[config.mk]
export PLATFORM = sky130hd
export DESIGN_NAME = sdram_cmd_tracker
export DESIGN_NICKNAME = d
export VERILOG_FILES = /design/src/rtl/sdram_cmd_tracker.sv
export SDC_FILE = /design/constraint.sdc
export NUM_CORES = 1
export LEC_CHECK = 0
export BUFFER_PORTS_ARGS = -buffer_cell sky130_fd_sc_hd__buf_2
export CAP_MARGIN = 20
export CORE_MARGIN = 8
export CORE_UTILIZATION = 55
export CTS_BUF_LIST = sky130_fd_sc_hd__clkbuf_2 sky130_fd_sc_hd__clkbuf_4 sky130_fd_sc_hd__clkbuf_8
export CTS_CLUSTER_DIAMETER = 150
export DETAILED_ROUTE_END_ITERATION = 8
export PLACE_DENSITY = 0.86
export SETUP_SLACK_MARGIN = 0.3
export SYNTH_ARGS = -nofsm -noshare
export SYNTH_HDL_FRONTEND = slang
export SYNTH_SLANG_ARGS = --single-unit
[constraint.sdc]
create_clock -name clk -period 3.62 [get_ports clk]
set_input_delay 0.181 -clock clk [delete_from_list [all_inputs] [get_ports clk]]
set_output_delay 0.181 -clock clk [all_outputs]
set_load 0.005 [all_outputs]
[src/rtl/sdram_cmd_tracker.sv]
`timescale 1ns/1ps
module sdram_cmd_tracker #(
  parameter int ROW_W = 12,
  parameter int COL_W = 9,
  parameter int NB    = 4,
  parameter int BA_W  = $clog2(NB)
) (
  input  logic                  clk,
  input  logic                  rst_n,
  input  logic                  cke,
  input  logic                  cs_n,
  input  logic                  ras_n,
  input  logic                  cas_n,
  input  logic                  we_n,
  input  logic [BA_W-1:0]       ba,
  input  logic [ROW_W-1:0]      addr,
  output logic [3:0]            cmd_code,
  output logic [BA_W-1:0]       cmd_bank,
  output logic                  auto_pre,
  output logic                  illegal,
  output logic [1:0]            dev_mode,
  output logic [NB-1:0]         bank_active,
  output logic [NB*ROW_W-1:0]   row_open,
  output logic [ROW_W-1:0]      mode_reg
);
  localparam int CNT_W = COL_W + 1;
  localparam int AP    = 10;

  localparam logic [3:0] C_DESEL = 4'd0, C_NOP = 4'd1, C_ACT = 4'd2, C_RD = 4'd3,
                         C_WR = 4'd4, C_PRE = 4'd5, C_PREA = 4'd6, C_MRS = 4'd7,
                         C_BST = 4'd8, C_AREF = 4'd9, C_SREF = 4'd10, C_IGN = 4'd11;
  localparam logic [1:0] M_NORM = 2'd0, M_SUSP = 2'd1, M_PD = 2'd2, M_SREF = 2'd3;

  function automatic logic [CNT_W-1:0] blen(input logic [2:0] code);
    case (code)
      3'd1:    blen = CNT_W'(2);
      3'd2:    blen = CNT_W'(4);
      3'd3:    blen = CNT_W'(8);
      3'd7:    blen = CNT_W'(1) << COL_W;
      default: blen = CNT_W'(1);
    endcase
  endfunction

  logic [CNT_W-1:0] burst_q, burst_n;
  logic             ap_q, ap_n;
  logic [BA_W-1:0]  apb_q, apb_n;
  logic [3:0]       kind;
  logic             bad;
  logic [NB-1:0]    bank_n, close;
  logic [1:0]       mode_n;

  wire              normal = (dev_mode == M_NORM);
  wire              busy   = (burst_q != '0);
  wire [CNT_W-1:0]  len    = blen(mode_reg[2:0]);
  wire              is_rw  = (kind == C_RD) || (kind == C_WR);

  always_comb begin
    if (!normal)   kind = C_IGN;
    else if (cs_n) kind = C_DESEL;
    else begin
      case ({ras_n, cas_n, we_n})
        3'b011:  kind = C_ACT;
        3'b010:  kind = addr[AP] ? C_PREA : C_PRE;
        3'b101:  kind = C_RD;
        3'b100:  kind = C_WR;
        3'b000:  kind = C_MRS;
        3'b111:  kind = C_NOP;
        3'b110:  kind = C_BST;
        default: kind = cke ? C_AREF : C_SREF;
      endcase
    end
  end

  always_comb begin
    case (kind)
      C_ACT:                bad = bank_active[ba];
      C_RD, C_WR:           bad = !bank_active[ba];
      C_MRS, C_AREF, C_SREF: bad = (|bank_active) || busy;
      default:              bad = 1'b0;
    endcase
  end

  always_comb begin
    burst_n = burst_q;
    ap_n    = ap_q;
    apb_n   = apb_q;
    close   = '0;
    bank_n  = bank_active;
    if (normal) begin
      if (is_rw && !bad) begin
        if (busy && ap_q && apb_q != ba) close[apb_q] = 1'b1;
        burst_n = len - CNT_W'(1);
        ap_n    = addr[AP] && (len != CNT_W'(1));
        apb_n   = ba;
        if (addr[AP] && len == CNT_W'(1)) close[ba] = 1'b1;
      end else if (kind == C_BST) begin
        burst_n = '0;
        ap_n    = 1'b0;
        if (ap_q) close[apb_q] = 1'b1;
      end else if (busy) begin
        burst_n = burst_q - CNT_W'(1);
        if (burst_q == CNT_W'(1)) begin
          ap_n = 1'b0;
          if (ap_q) close[apb_q] = 1'b1;
        end
      end
      if (kind == C_ACT && !bad) bank_n[ba] = 1'b1;
      if (kind == C_PRE) begin
        bank_n[ba] = 1'b0;
        if (apb_q == ba) ap_n = 1'b0;
      end
      if (kind == C_PREA) begin
        bank_n = '0;
        ap_n   = 1'b0;
      end
      bank_n = bank_n & ~close;
    end
  end

  always_comb begin
    if (normal) begin
      if (cke)                          mode_n = M_NORM;
      else if (kind == C_SREF && !bad)  mode_n = M_SREF;
      else if (burst_n != '0)           mode_n = M_SUSP;
      else                              mode_n = M_PD;
    end else begin
      mode_n = cke ? M_NORM : dev_mode;
    end
  end

  always_ff @(posedge clk or negedge rst_n) begin
    if (!rst_n) begin
      cmd_code    <= C_DESEL;
      cmd_bank    <= '0;
      auto_pre    <= 1'b0;
      illegal     <= 1'b0;
      dev_mode    <= M_NORM;
      bank_active <= '0;
      row_open    <= '0;
      mode_reg    <= '0;
      burst_q     <= '0;
      ap_q        <= 1'b0;
      apb_q       <= '0;
    end else begin
      cmd_code    <= kind;
      cmd_bank    <= ba;
      auto_pre    <= is_rw && addr[AP];
      illegal     <= bad;
      dev_mode    <= mode_n;
      bank_active <= bank_n;
      burst_q     <= burst_n;
      ap_q        <= ap_n;
      apb_q       <= apb_n;
      if (kind == C_MRS && !bad) mode_reg <= addr;
      if (kind == C_ACT && !bad) row_open[ba*ROW_W +: ROW_W] <= addr;
    end
  end
endmodule

==> metrics.txt <==
DRC=0; clk_lat worst skew=0.37 ns; Critical Path Start Type=register; Avg WL per Cell=19.49 um; Num CTS Buffers=9; H-tree levels=3; DR vias=4278; Critical Path Fanout Max=7; final wirelength=roughly 13000 um; Worst EP arrival=approximately 3.5 ns; Buf+Inv Stages, Crit Path=2; HP Class=in -> reg; max reg flops=48; final count of pins violating max slew=0; Setup Skew=0.01558 ns; number of antenna repair diodes=0; routed wl met3=about 1200 um; Register Area=around 0.0022 sq mm; largest net degree at the start of global routing=88; Rows=33; kind of critical path=reg -> reg; setup TNS=0 ns; most frequent cells in the layout=nand2_1 (93), buf_2 (93), dfrtp_1 (85); CTS tree=done; initial cell density of the core=56.12%; Slowest Stage Delay on Critical Path=0.51 ns; M1 WL=5570 um; Die Area=0.01142 sq mm; CTS sink count=87; I/O Buffers=94; Post-Syn Area=0.004542 sq mm; first-pass GRT wire length=21620 um; Slew @ Worst Pin=a little over 0.8 ns; GRT Residual Overflow=0; Max Fclk=between 300 and 400 MHz; io pins=95; Worst VDD drop=317.6 uV; post-route ant nets=0; Longest Clk Path Bufs=2; die width=106.9 um; Async S/R FF share, synth=100.0%; outcome=finished clean; metal2 WL=6267 um; area of the multi-input gates=0.002251 sq mm; post-synthesis cell type count=65; global-route usage over all layers=23.59%; largest delay contributor family on the critical path=simple AND/OR/NAND/NOR gates; worst-path cell chain=nor2_4 > and2_4 > a22o_2 > inv_2 > buf_4 > a22o_4 > and3_1 > a311o_1 > or4_4 > or4_4 > o31a_1; GPL Wtd Cong=approximately 0.87; Layout Nets=slightly above 600; vias in the first global route=4173; core area=0.008093 sq mm; top routing layer in use=met4; Req. time, crit path=~3.9 ns; initial antenna violation count=0; Seq/Total Area, Yosys=between 40% and 50%; FF+latch count, synth=87; share of cells above drive strength 1=between 20% and 30%; minimum clock period=3.267 ns; TritonRoute pass-1 iters=5; final setup fails=0; fin util=about two thirds; Post-Synthesis Cells=475; RSZ-0062 raised after global routing=yes; vias per inst=6.209; MaxCap Viol Count=0; Pwr Density=between 600 and 700 mW/mm^2; Clk pin slew, worst setup/hold paths=0.09 ns; Slew HR=45.95%; FILL cells=641; number of synthesized flops with an enable pin=0; most used cell, CP=or4_4; Final Hold Fails=0; crit share post-route=90.24%; Mapped Nets=506; Main synth FF type=dfrtp_1; die height=106.9 um; Layout area overhead=21.13%; Mean Syn Cell Area=9.562 sq um; Iter 0 DRT Violations=about 300; leakage power=2.657 nW; synth warn=0; dpl hpwl=around 9500 um; CTS root buffer=clkbuf_8; Worst setup EP type=register; slowest cell on the critical path=or4_4
## report_power, final
part / internal (mW) / leakage (nW) / switching (mW)
combinational: 0.557 / 1.42 / 0.679
clock: 0.351 / 0.100 / 0.366
sequential: 1.25 / 1.14 / 0.224
## routing by layer
metal / track usage [%] / up-vias
met5: 0 / -
met4: 10.65 / 0
met3: 4.079 / 36
met2: 36.15 / 250
met1: 32.04 / 2035
li1: - / 1957
## final cells by class
cell class                 instances  area share (%)
clock buffer                      11           2.638
tap                              105           2.388
sequential                        87           39.62
timing repair buffer             118           12.14
inverter                          17           1.160
clock inverter                     5           1.137
multi-input combinational        346           40.91
## worst paths after layout
kind / from / to / slack [ns] / cells after the start
worst max-delay path: dev_mode[0] / dev_mode[0] / 0.35 / 11
worst min-delay path: ba[1] / cmd_bank[1] / 0.06 / 1
worst max register to register: dev_mode[0] / dev_mode[0] / 0.35 / 11
worst min register to register: row_open[37] / row_open[37] / 0.48 / 2
max in group asynchronous: rst_n / bank_active[1] / 2.63 / 3
min in group asynchronous: rst_n / row_open[25] / 0.36 / 2
## through the flow
step	setup slack (ns)	power (mW)	hold WS, ns	cells	area, sq um
6_report	0.3532	3.421	0.05719	689	5502
5_1_grt	0.2611	3.622	0.05745	689	5502
4_1_cts	0.3204	3.371	0.04588	682	5405
3_5_place_dp	0.1471	2.643	0.4302	661	5137
3_3_place_gp	0.1795	2.603	0.4222	661	5137
2_1_floorplan	0.3696	2.114	-0.1146	475	4542
## kinds of logic (layout without fill, tap and decap cells)
family          count (synthesis)  after routing  synth area share [%]
compound gates                123            123                 19.39
buf+inv                        42            151                 3.581
simple gates                  192            192                 21.07
mux                            17             17                 4.463
fa+ha+maj                      11             11                 2.975
flops                          87             87                 47.93
xor+xnor                        3              3                0.5786
## synthesized netlist by cell type (all sizes together) (2+ instances only)
cell type,instances,area share [%]
a2111oi,3,0.61
a211o,3,0.61
a21boi,4,0.66
a21o,2,0.33
a21oi,14,1.5
a221o,2,0.44
a22o,6,1.2
a22oi,10,1.7
a311o,2,0.44
a32o,2,0.44
a32oi,2,0.39
and2,4,0.61
and3,5,0.69
buf,5,0.52
clkbuf,20,1.7
dfrtp,87,48
ha,10,2.8
inv,17,1.4
mux2,16,4.0
nand2,93,7.7
nand2b,4,0.55
nand3,12,1.3
nand3b,2,0.33
nor2,22,1.9
nor2b,2,0.28
nor3,9,0.99
nor4,14,1.9
nor4b,2,1.0
o21a,2,0.36
o21ai,30,3.3
o22ai,2,0.28
o31ai,19,3.1
o41ai,13,2.7
or2,4,0.61
or3,7,0.96
or4,7,1.2
xor2,2,0.39
## timing repair
item                                    in CTS  in global routing
resized for setup                            6                  6
setup buffers                                5                  5
pin swaps                                    2                  6
hold endpoints to repair                     0                 44
hold buffers                                 0                  1
endpoints found under the setup margin       2                  3
No activity file was read; power rests on OpenSTA's default activity.
